`config.mk`:
```
export PLATFORM = sky130hd
export DESIGN_NAME = ivRouteTop
export DESIGN_NICKNAME = d
export VERILOG_FILES = /design/src/rtl/ivRoutePkg.sv /design/src/rtl/ivRouteCtrl.sv /design/src/rtl/ivIntervalMatch.sv /design/src/rtl/ivRouteDatapath.sv /design/src/rtl/ivRouteTop.sv
export SDC_FILE = /design/constraint.sdc
export NUM_CORES = 1
export LEC_CHECK = 0
export ABC_AREA = 1
export CAP_MARGIN = 20
export CORE_AREA = 2 2 84 78
export DETAILED_ROUTE_END_ITERATION = 6
export DIE_AREA = 0 0 86 80
export PLACE_DENSITY = 0.74
export SETUP_SLACK_MARGIN = 0.15
export SYNTH_ARGS = -nofsm -noshare
export SYNTH_HDL_FRONTEND = slang
export SYNTH_SLANG_ARGS = --single-unit
```
`constraint.sdc`:
```
create_clock -name clk -period 2.8 [get_ports clk]
set_clock_uncertainty 0.1 [all_clocks]
set_input_delay 0.42 -clock clk [delete_from_list [all_inputs] [get_ports clk]]
set_output_delay 0.42 -clock clk [all_outputs]
set_load 0.1 [all_outputs]
```
`src/rtl/ivRoutePkg.sv`:
```
package ivRoutePkg;

  // Register selector codes used on cfgSel
  typedef enum logic [1:0] {
    SEL_LO   = 2'd0,
    SEL_HI   = 2'd1,
    SEL_MASK = 2'd2,
    SEL_PREF = 2'd3
  } cfgSelE;

  // Strobes passed from the control decode to the datapath
  typedef struct packed {
    logic wrLo;
    logic wrHi;
    logic wrMask;
    logic wrPref;
  } cfgStrobeT;

endpackage

```
`src/rtl/ivRouteCtrl.sv`:
```
module ivRouteCtrl
  import ivRoutePkg::*;
#(
  parameter int NUM_PORTS = 4,
  parameter int PORT_W    = 2
) (
  input  logic                 cfgWrEn,
  input  logic [PORT_W-1:0]    cfgPort,
  input  logic [1:0]           cfgSel,
  output cfgStrobeT            strobe,
  output logic [NUM_PORTS-1:0] portSel
);

  cfgSelE selCode;

  always_comb begin
    selCode = cfgSelE'(cfgSel);
    strobe  = '0;
    if (cfgWrEn) begin
      unique case (selCode)
        SEL_LO:   strobe.wrLo   = 1'b1;
        SEL_HI:   strobe.wrHi   = 1'b1;
        SEL_MASK: strobe.wrMask = 1'b1;
        SEL_PREF: strobe.wrPref = 1'b1;
        default:  strobe        = '0;
      endcase
    end
  end

  // One-hot decode of the addressed port
  for (genvar p = 0; p < NUM_PORTS; p++) begin : g_dec
    assign portSel[p] = cfgWrEn && (cfgPort == PORT_W'(p));
  end

endmodule

```
`src/rtl/ivIntervalMatch.sv`:
```
module ivIntervalMatch #(
  parameter int DEST_W = 3
) (
  input  logic [DEST_W-1:0] dest,
  input  logic [DEST_W-1:0] loBound,
  input  logic [DEST_W-1:0] hiBound,
  input  logic [DEST_W-1:0] mask,
  output logic              hit
);

  logic [DEST_W-1:0] destM;
  logic [DEST_W-1:0] loM;
  logic [DEST_W-1:0] hiM;
  logic              wrapIv;
  logic              geLo;
  logic              leHi;

  always_comb begin
    destM  = dest & mask;
    loM    = loBound & mask;
    hiM    = hiBound & mask;
    // wrap depends on configuration only, off the destination path
    wrapIv = hiM < loM;
    geLo   = destM >= loM;
    leHi   = destM <= hiM;
    hit    = wrapIv ? (geLo || leHi) : (geLo && leHi);
  end

endmodule

```
`src/rtl/ivRouteDatapath.sv`:
```
module ivRouteDatapath
  import ivRoutePkg::*;
#(
  parameter int NUM_PORTS = 4,
  parameter int DEST_W    = 3,
  parameter int CFG_W     = 4
) (
  input  logic                 clk,
  input  logic                 rstN,
  input  cfgStrobeT            strobe,
  input  logic [NUM_PORTS-1:0] portSel,
  input  logic [CFG_W-1:0]     cfgData,
  input  logic [DEST_W-1:0]    destId,
  output logic [NUM_PORTS-1:0] portEligible,
  output logic                 routeValid
);

  logic [NUM_PORTS-1:0][DEST_W-1:0]    loReg;
  logic [NUM_PORTS-1:0][DEST_W-1:0]    hiReg;
  logic [NUM_PORTS-1:0][DEST_W-1:0]    maskReg;
  logic [NUM_PORTS-1:0][NUM_PORTS-1:0] prefReg;
  logic [NUM_PORTS-1:0]                matchVec;

  for (genvar p = 0; p < NUM_PORTS; p++) begin : g_port
    always_ff @(posedge clk or negedge rstN) begin
      if (!rstN) begin
        loReg[p]   <= '0;
        hiReg[p]   <= '0;
        maskReg[p] <= '0;
        prefReg[p] <= '0;
      end else if (portSel[p]) begin
        if (strobe.wrLo)   loReg[p]   <= cfgData[DEST_W-1:0];
        if (strobe.wrHi)   hiReg[p]   <= cfgData[DEST_W-1:0];
        if (strobe.wrMask) maskReg[p] <= cfgData[DEST_W-1:0];
        if (strobe.wrPref) prefReg[p] <= cfgData[NUM_PORTS-1:0];
      end
    end

    ivIntervalMatch #(.DEST_W(DEST_W)) u_match (
      .dest    (destId),
      .loBound (loReg[p]),
      .hiBound (hiReg[p]),
      .mask    (maskReg[p]),
      .hit     (matchVec[p])
    );

    // drop the port when a port it defers to is also matching
    assign portEligible[p] = matchVec[p] && ((prefReg[p] & matchVec) == '0);
  end

  assign routeValid = |portEligible;

endmodule

```
`src/rtl/ivRouteTop.sv`:
```
module ivRouteTop
  import ivRoutePkg::*;
#(
  parameter int ARITY  = 2,
  parameter int STAGES = 3,
  localparam int LOG_K     = (ARITY > 1) ? $clog2(ARITY) : 1,
  localparam int DEST_W    = STAGES * LOG_K,
  localparam int NUM_PORTS = 2 * ARITY,
  localparam int PORT_W    = $clog2(NUM_PORTS),
  localparam int CFG_W     = (DEST_W > NUM_PORTS) ? DEST_W : NUM_PORTS
) (
  input  logic                 clk,
  input  logic                 rstN,
  input  logic                 cfgWrEn,
  input  logic [PORT_W-1:0]    cfgPort,
  input  logic [1:0]           cfgSel,
  input  logic [CFG_W-1:0]     cfgData,
  input  logic [DEST_W-1:0]    destId,
  output logic [NUM_PORTS-1:0] portEligible,
  output logic                 routeValid
);

  cfgStrobeT            strobe;
  logic [NUM_PORTS-1:0] portSel;

  ivRouteCtrl #(.NUM_PORTS(NUM_PORTS), .PORT_W(PORT_W)) u_ctrl (
    .cfgWrEn (cfgWrEn),
    .cfgPort (cfgPort),
    .cfgSel  (cfgSel),
    .strobe  (strobe),
    .portSel (portSel)
  );

  ivRouteDatapath #(.NUM_PORTS(NUM_PORTS), .DEST_W(DEST_W), .CFG_W(CFG_W)) u_dp (
    .clk          (clk),
    .rstN         (rstN),
    .strobe       (strobe),
    .portSel      (portSel),
    .cfgData      (cfgData),
    .destId       (destId),
    .portEligible (portEligible),
    .routeValid   (routeValid)
  );

endmodule

```
After elaboration in Yosys (flattened, before gate mapping)
Cells that the tools add are included.
W data, S select, Z words.

word-level totals
  register bits = 52
  output and inout port bits = 5
  logic and storage cells = 98

operators by class
  equality and inequality tests = 6
  muxes and demuxes = 9
  magnitude comparators = 12
  bitwise logic cells = 16
  reduce and logical (&&, ||, !) cells = 39

operators by type and width
  operator              number
  $and A3 B3 Y3         12
  $reduce_and A2 Y1     16
  $and A4 B4 Y4         4
  $logic_not A4 Y1      4
  $ge A3 B3 Y1          4
  $le A3 B3 Y1          4
  $logic_and A1 B1 Y1   12
  $lt A3 B3 Y1          4
  $eq A2 B2 Y1 const B  4
  $mux W1               8
  $eq A2 B1 Y1 const B  2
  $logic_not A2 Y1      2
  $logic_or A1 B1 Y1    4
  $mux W4               1
  $reduce_or A4 Y1      1

Depth between registers and ports, before layout
Gate-level depths: netlist (run 1).

  depth in word-level cells = 8
  depth in mapped cells = 15

Hierarchy
A second synthesis (run 1) with hierarchy kept.

second synthesis, totals
  cell total of the unflattened synthesis = 429
  area total of the unflattened synthesis = 3090.5 sq um

by module, submodules not included
  module           area each (sq um)  times used  sequential area each (sq um)  cells an instance
  ivRouteDatapath  1969.4             1           1301.2                        209
  ivIntervalMatch  265.3              4           0.0                           51
  ivRouteCtrl      60.1               1           0.0                           16

Worst setup path after synthesis (run 1)
OpenSTA, ideal clock, no wires.

  path type = reg-to-output
  start point = reg u_dp.maskReg[11] (netlist bit)
  end point = out routeValid
  setup slack = -736 ps
  stages on the path, launching flop included = 13
  data required time = 2280 ps
  arrival = 3016 ps
  path through = dfrtp_1 -> nand2_1 -> clkinv_1 -> ha_1 -> nand3_1 -> nand2_1 -> nand2_1 -> or2_4 -> nand3_1 -> nand2_1 -> nor2_2 -> nor2_1 -> nand2_1

between the ends
  cells in the longest elaborated chain, start to end = 8

ends and longest elaborated chain
  what                                                              line                                                                 text
  from (decl)                                                       ivRouteDatapath.sv:20                                                logic [NUM_PORTS-1:0][DEST_W-1:0] maskReg;
  from (signal, indexed assignment)                                 ivRouteDatapath.sv:34                                                if (strobe.wrMask) maskReg[p] <= cfgData[DEST_W-1:0];
  $and A3 B3 Y3 (on tied branches)                                  ivIntervalMatch.sv:19, ivIntervalMatch.sv:20, ivIntervalMatch.sv:21
  $ge A3 B3 Y1 / $le A3 B3 Y1 (equally long branches)               ivIntervalMatch.sv:24, ivIntervalMatch.sv:25
  $logic_and A1 B1 Y1 / $logic_or A1 B1 Y1 (equally long branches)  ivIntervalMatch.sv:26                                                hit = wrapIv ? (geLo || leHi) : (geLo && leHi);
  $mux W1 *                                                         ivIntervalMatch.sv:26
  $and A4 B4 Y4 *                                                   ivRouteDatapath.sv:48                                                assign portEligible[p] = matchVec[p] && ((prefReg[p] & matchVec) == '0);
  $logic_not A4 Y1 *                                                ivRouteDatapath.sv:48
  $logic_and A1 B1 Y1 *                                             ivRouteDatapath.sv:48
  net portEligible[2]                                               ivRouteTop.sv:19                                                     output logic [NUM_PORTS-1:0] portEligible,
  $reduce_or A4 Y1 *                                                ivRouteDatapath.sv:51                                                assign routeValid = |portEligible;
  to (decl)                                                         ivRouteTop.sv:20                                                     output logic routeValid

Mark *: on every way through the listed nets, which the timed path passes. The rest lies on a longest branch.

Worst setup path after layout (run 1)
  start point = reg u_dp.maskReg[7] (netlist bit)
  end point = out routeValid

between the ends
  cells in the longest elaborated chain, start to end = 8

ends and longest elaborated chain
  what                                                              line
  $and A3 B3 Y3 (on tied branches)                                  ivIntervalMatch.sv:19, ivIntervalMatch.sv:20, ivIntervalMatch.sv:21
  $ge A3 B3 Y1 / $le A3 B3 Y1 (equally long branches)               ivIntervalMatch.sv:24, ivIntervalMatch.sv:25
  $logic_and A1 B1 Y1 / $logic_or A1 B1 Y1 (equally long branches)  ivIntervalMatch.sv:26
  $mux W1 *                                                         ivIntervalMatch.sv:26
  $and A4 B4 Y4                                                     ivRouteDatapath.sv:48
  $logic_not A4 Y1                                                  ivRouteDatapath.sv:48
  $logic_and A1 B1 Y1                                               ivRouteDatapath.sv:48
  $reduce_or A4 Y1 *                                                ivRouteDatapath.sv:51

Every way passes the cells marked *; elsewhere a longest branch is shown, timed or not.

==> results.ini, run 1 <==
[status]
status = finished with violations
failed_checks = negative setup slack

[placed_design]
dp_slack_ns = -0.300
placed_area_um2 = 3620
gp_congestion = 0.891
numPlacedInstances = 511
place.port_buffers = 18
hpwlAfterDp_um = 5630

[critical_path]
crit_fanout = 4
rr_worst_depth = 3
crit_arrival_ns = 2.30
critical-path-max-stage-delay_ns = 0.47
crit_type = reg -> out
slowest_stage = dfrtp_1
endpoint_kind = primary output
regToRegEndpoint = u_dp.maskReg[11]
path_cells = nand2_2, buf_4, ha_4, nand3b_1, nand2_1, buf_4, nand3_4, nand2_2, nor2_4, nand2_2, nor2_4, nor2_2, nand2_4, buf_12
r2r_start = u_dp.maskReg[11]
crit_path_frequent_cell = nand2_2
reg2reg_slack_ns = 1.85
critPathLaunchType = register
crit_required_ns = 2.28

[yosys]
synth_top_area_share_pct = 40.8
synth_cell_type_count = 22
netlist_area_um2 = 3190
synthAdderAreaFrac_pct = 11.0
synth_seq_cells = 52
synthTopCellsByArea = dfrtp_1 41%, nand2_1 17%, ha_1 11%, inv_1 5.8%, nand3_1 5.5%
syn_nets = 459
synth.avg_cell_area_um2 = 7.65
synth-compound-area-share_pct = 10.2
synth_top_family_by_area = simple AND/OR/NAND/NOR gates
synth_cells = 417
synth_seq_area_share_pct = 40.8
synth_area_leader_cell = dfrtp_1
synth_xor_area_share_pct = 0
synth_warnings = 0
synth_mux_area_share_pct = 0
synth-simple-area-share_pct = 31.0

[global_route]
antenna_found_initial = 0
grt_max_degree = 53
overflow = 0
grt_pass1_wl_um = 13300
grt_util_all_layers_pct = 25.0
grt_pass1_vias = 2796

[sta]
postLayoutSetupSlackWorst_ns = -0.0242
final_max_slew_viol_count = 0
setup_viol = 2
fin_tns_setup_ns = -0.0317
period_needed_ns = 2.82
rsz0062_at_grt = true
hold_violations = 0
whs_ns = 0.0919
tightest_slew_ns = 0.665
fmax_ghz = 0.354
slew_headroom_pct = 55.7
fin_crit_sh_pct = 101

[clocking]
cts_root_buf = clkbuf_8
cts_tree = yes
numCtsBuffers = 5
path_clk_slew_ns = 0.10
cts_num_sinks = 52
htreeDepth = 2
cts_hold_buf = 0
clk_latency_ns = 0.32
clk_path_buf_depth = 2

[floorplanning]
num_rows = 27
fp.dieW_um = 86
ioPinCount = 19
die_area_um2 = 6880
core_area_um2 = 5980
initial_core_util_pct = 53.4
die_y_um = 80

[detailed_routing]
num_vias = 2882
drt_iter0_drc = 218
antenna_left = 0
drt-total-wl_um = 7970
vias_per_cell = 5.45
drc = 0
drt_pass1_iterations = 4
wl_per_cell_um = 15.1

[worst_hold_path]
hp-class = in -> async

[finish]
drive_gt1_share_pct = 29.8
syn_to_final_growth_pct = 29.4
num_antenna_cells = 0
design_area_um2 = 4130
layout.nets = 498
instances_no_fill = 529

[pwr]
power_density_nw_per_um2 = 807
leakagePower_nw = 2.03
ir_drop_v = 0.000499

[job]
maxCapViolCount = 0

## kinds of logic (layout without fill, tap and decap cells)
kind of cell             Yosys count  in the layout
AND/OR/NAND/NOR                  213            213
AO/OA/AOI/OAI                     64             64
buffers and inverters             60            100
flip-flops                        52             52
adder cells (fa/ha/maj)           28             28
## worst max-delay path, delay by kind of cell (launching register included)
kind | cells | cell delay [ns]
adders and majority gates | 1 | 0.24
buffers and inverters | 3 | 0.44
DFF | 1 | 0.47
and+or+nand+nor | 10 | 0.84
## metal layers
layer | vias to the layer above | share of wire [%] | GRT usage, % | routed length [um]
li1 | 1418 | - | - | -
met3 | 15 | 3.9 | 3.52 | 308
met4 | 0 | 1.7 | 8.10 | 137
met1 | 1387 | 45 | 33.6 | 3560
met2 | 62 | 50 | 41.5 | 3960
met5 | - | 0 | 0 | 0
## worst max-delay path by stage
stage                                 from         endpoint  slack (ns)
final                      u_dp.maskReg[7]       routeValid       -0.02
after global routing       u_dp.maskReg[7]       routeValid       -0.15
after CTS                 u_dp.maskReg[11]       routeValid       -0.01
after detailed placement         destId[2]       routeValid       -0.30
after global placement           destId[2]  portEligible[0]       -0.29
after floorplan           u_dp.maskReg[11]       routeValid       -0.03
## synthesized netlist by cell type, drive strengths merged
library cell,number
nand2,150
inv,53
dfrtp,52
o21ai,52
nand3,36
ha,28
nor2,15
a21oi,12
nor3,8
clkinv,4
clkbuf,3
nand3b,2
nor4,1
or2,1
## flip-flops by register name, summed over array words and instances, names as in the netlist
signal,cells
u_dp.hiReg,12
u_dp.loReg,12
u_dp.maskReg,12
u_dp.prefReg,16
## repair_timing
action | in CTS | in global routing
buffers inserted | 7 | 3
resized for setup | 34 | 55
hold endpoints to repair | 0 | 0
pin swaps | 31 | 45
setup endpoints to repair | 5 | 5
## stage by stage
step                      util, %  power (mW)
final                        69.1        3.33
after global routing         69.1        3.54
after CTS                    65.4        3.17
after detailed placement     60.6        2.58
after global placement       60.6        2.54
after floorplan                 -        2.08
## where the power goes
part | total [mW] | switching (mW) | internal [mW]
logic | 1.82 | 1.09 | 0.737
clock network | 0.467 | 0.264 | 0.203
registers | 1.04 | 0.143 | 0.899
## cells in the final DEF, fill, tap and decap left out, types with 5 or more instances in the layout
master and instances:
buf_12 5, nand3_2 9, inv_1 44, o21ai_0 31, ha_4 13, nand2_1 114
nand2_2 32, nor2_4 6, nor2_1 5, clkbuf_8 6, dfrtp_1 47, buf_4 9
buf_6 8, clkdlybuf4s50_1 9, inv_2 10, a21oi_2 8, nand3_1 26, dfrtp_2 5
o21ai_1 21, ha_1 15
## cell type report
class                      instances  area [um^2]
clock inverter                     2         13.8
clock buffer                       6         82.6
sequential                        52         1310
multi-input combinational        305         2030
timing repair buffer              35          383
fill                             441         1850
inverter                          57          221
tap                               72         90.1
(Power assumes the default switching activity.)
==> run 2: changes to the inputs <==
--- a/config.mk
+++ b/config.mk
@@ -10,6 +10,7 @@
 export CORE_AREA = 2 2 84 78
 export DETAILED_ROUTE_END_ITERATION = 6
 export DIE_AREA = 0 0 86 80
+export HOLD_SLACK_MARGIN = 0.08
 export PLACE_DENSITY = 0.74
 export SETUP_SLACK_MARGIN = 0.15
 export SYNTH_ARGS = -nofsm -noshare
==> results of run 2 <==
Same layout as run 1: the final DEF is identical, and so are final timing and power.
==> run 3: changes to the inputs <==
--- a/config.mk
+++ b/config.mk
@@ -7,11 +7,11 @@
 export LEC_CHECK = 0
 export ABC_AREA = 1
 export CAP_MARGIN = 20
-export CORE_AREA = 2 2 84 78
+export CORE_AREA = 2 2 78 72
 export DETAILED_ROUTE_END_ITERATION = 6
-export DIE_AREA = 0 0 86 80
+export DIE_AREA = 0 0 80 74
 export HOLD_SLACK_MARGIN = 0.08
-export PLACE_DENSITY = 0.74
+export PLACE_DENSITY = 0.84
 export SETUP_SLACK_MARGIN = 0.15
 export SYNTH_ARGS = -nofsm -noshare
 export SYNTH_HDL_FRONTEND = slang
==> run 3 against run 2 <==
Compared with the run above:
- the run still ends with negative setup slack left
- first-iteration DRC count is 13% higher
- non-clock buffer count is 1 lower
- maximum frequency is 2.5% lower
- largest cell class unchanged
- largest power group unchanged
==> results.ini, run 3 (same netlist as run 1, synthesis figures left out) <==
[critical_path]
regToRegEndpoint = u_dp.maskReg[11]
crit_type = reg -> out
path_buf_inv = 3  ; unchanged
crit_family = simple AND/OR/NAND/NOR gates
critPathLaunchType = register
slowest_stage = dfrtp_1
path_cells = nand2_1, ha_4, nand2_1, inv_2, a21oi_4, or2_4, nand2_2, nor2_2, nand2_2, nor2_4, buf_6, buf_12
crit_fanout = 4  ; unchanged
crit_required_ns = 2.28  ; about the same
critical-path-max-stage-delay_ns = 0.44  ; -0.03 ns
crit_arrival_ns = 2.38  ; +0.08 ns
r2r_start = u_dp.maskReg[11]
path_depth = 12  ; -2
rr_worst_depth = 3  ; unchanged
endpoint_kind = primary output
reg2reg_slack_ns = 1.83  ; -0.02 ns

[clocking]
cts_root_buf = clkbuf_8
cts_tree = yes
cts_num_sinks = 52  ; unchanged
htreeDepth = 2  ; unchanged
path_clk_slew_ns = 0.10  ; about the same
clk_latency_ns = 0.32  ; about the same
numCtsBuffers = 5  ; unchanged
clk_path_buf_depth = 2  ; unchanged

[detailed_routing]
wl_per_cell_um = 16.2  ; +7.3%
drt_pass1_iterations = 5  ; +1
num_vias = 2917  ; +1.2%
drc = 0  ; unchanged
antenna_left = 0  ; unchanged
vias_per_cell = 5.58  ; +2.4%
drt-total-wl_um = 8460  ; +6.1%
drt_iter0_drc = 246  ; +13%

[placed_design]
place.port_buffers = 18  ; unchanged
hpwlAfterDp_um = 5870  ; +4.4%
dp_slack_ns = -0.303  ; -0.00314 ns
gp_congestion = 0.925  ; +3.8%

[pwr]
switching_share_pct = 45.7  ; +0.94 points
leakagePower_nw = 2.01  ; -0.98%
seqPwrFrac_pct = 31.1  ; -0.2 points
p_int_mw = 1.83  ; -0.79%
p_sw_mw = 1.54  ; +3.1%
finalPower_mw = 3.36  ; +0.93%
comb_power_share_pct = 55.7  ; +1.0 points
ir_drop_v = 0.000839  ; +68%
clkPwrFrac_pct = 13.2  ; -0.8 points
power_density_nw_per_um2 = 823  ; +1.9%

[floorplanning]
die_y_um = 74  ; -7.5%
initial_core_util_pct = 62.2  ; +8.8 points
die_area_um2 = 5920  ; -14%
num_rows = 25  ; -7.4%
ioPinCount = 19  ; unchanged
fp.dieW_um = 80  ; -7.0%
core_area_um2 = 5130  ; -14%

[finish]
layout_commonest_cell = nand2_1
largest_reg_flops = 16  ; unchanged
num_antenna_cells = 0  ; unchanged
largest_register = u_dp.prefReg
num-fill-cells = 358  ; -19%
final_cell_mix = 114 x nand2_1, 49 x dfrtp_1, 43 x inv_1
syn_to_final_growth_pct = 28.2
layout.nets = 497  ; -0.20%
drive_gt1_share_pct = 29.2  ; -0.59 points

[sta]
fmax_ghz = 0.345  ; -2.5%
slew_headroom_pct = 58.4  ; +2.7 points
fin_crit_sh_pct = 103  ; +2.6 points
postLayoutSetupSlackWorst_ns = -0.0967  ; -0.0725 ns
fin_tns_setup_ns = -0.223  ; -0.191 ns
rsz0062_at_grt = true
final_max_slew_viol_count = 0  ; unchanged
tightest_slew_ns = 0.619  ; -0.0453 ns
period_needed_ns = 2.90  ; +0.0725 ns
setup_viol = 5  ; +3
hold_violations = 0  ; unchanged

[worst_hold_path]
hp-class = reg -> reg
hold_path_end = u_dp.prefReg[12]
holdCritStartpoint = u_dp.prefReg[12]
min_path_cells = 2

[job]
maxCapViolCount = 0  ; unchanged

[global_route]
antenna_found_initial = 0  ; unchanged
grt_max_degree = 37  ; -30%
grt_util_all_layers_pct = 30.4  ; +5.4 points
grt_pass1_wl_um = 13400  ; +1.2%
overflow = 0  ; unchanged
grt_pass1_vias = 2804  ; +0.29%

[status]
status = finished with violations
failed_checks = negative setup slack

run 3: cell count changes in the layout (fill, tap and decap cells not counted), moves of 2 or more:
cell      before  now
dfrtp_1       47   49
buf_6          8    5
a21oi_2        8    6
dfrtp_2        5    3
clkbuf_2       0    2
run 3: worst max-delay path by stage:
stage,from,to,slack (ns)
2_1_floorplan,u_dp.maskReg[11],routeValid,-0.03
3_3_place_gp,destId[2],routeValid,-0.25
3_5_place_dp,destId[0],routeValid,-0.30
4_1_cts,u_dp.maskReg[8],routeValid,-0.02
5_1_grt,u_dp.maskReg[10],routeValid,-0.20
6_report,u_dp.maskReg[10],portEligible[3],-0.1
run 3: cell type report:
class,count,area (um^2),area share (%)
Timing Repair Buffer,34,358,8.75
Sequential cell,52,1310,31.9
Inverter,57,220,5.39
Multi-Input combinational cell,305,2030,49.7
Tap cell,67,83.8,2.05
Clock buffer,5,68.8,1.68
Clock inverter,3,21.3,0.520
run 3: stage by stage:
stage	cell area [um^2]	utilization, %	instances	hold slack, ns
floorplan	3270	-	417	0.0244
global placement	3600	70.2	504	0.252
detailed placement	3600	70.2	504	0.260
CTS	3900	76.0	520	0.405
global route	4090	79.7	523	0.431
finish	4090	79.7	523	0.412
run 3: what timing repair did:
| item | 4_1_cts | 5_1_grt |
|---|---|---|
| hold endpoints to repair | 16 | 0 |
| pin swaps | 20 | 36 |
| resized for setup | 37 | 50 |
| hold buffers | 1 | 0 |
| setup endpoints to repair | 5 | 5 |
| buffers inserted | 7 | 3 |
run 3: power groups by stage:
stage	Sequential, mW	Clock (mW)	Combinational [mW]
5_1_grt	1.06	0.475	2.02
2_1_floorplan	0.993	0	1.09
3_5_place_dp	1.04	0	1.56
6_report	1.05	0.446	1.87
4_1_cts	1.03	0.451	1.71
3_3_place_gp	1.03	0	1.51
run 3: worst reg2reg max path: stages, from the launching register on:
cell and delay, ns:
dfrtp_2 0.47, buf_4 0.16, nand2_1 0.05, o21ai_1 0.06
run 3: per-layer routing:
layer / GRT usage [%] / up-vias / share of wire (%)
met4: 10.2 / 0 / 2.0
met5: 0 / - / 0
met3: 4.25 / 18 / 5.1
met2: 54.5 / 87 / 52
li1: - / 1418 / -
met1: 38.3 / 1394 / 41
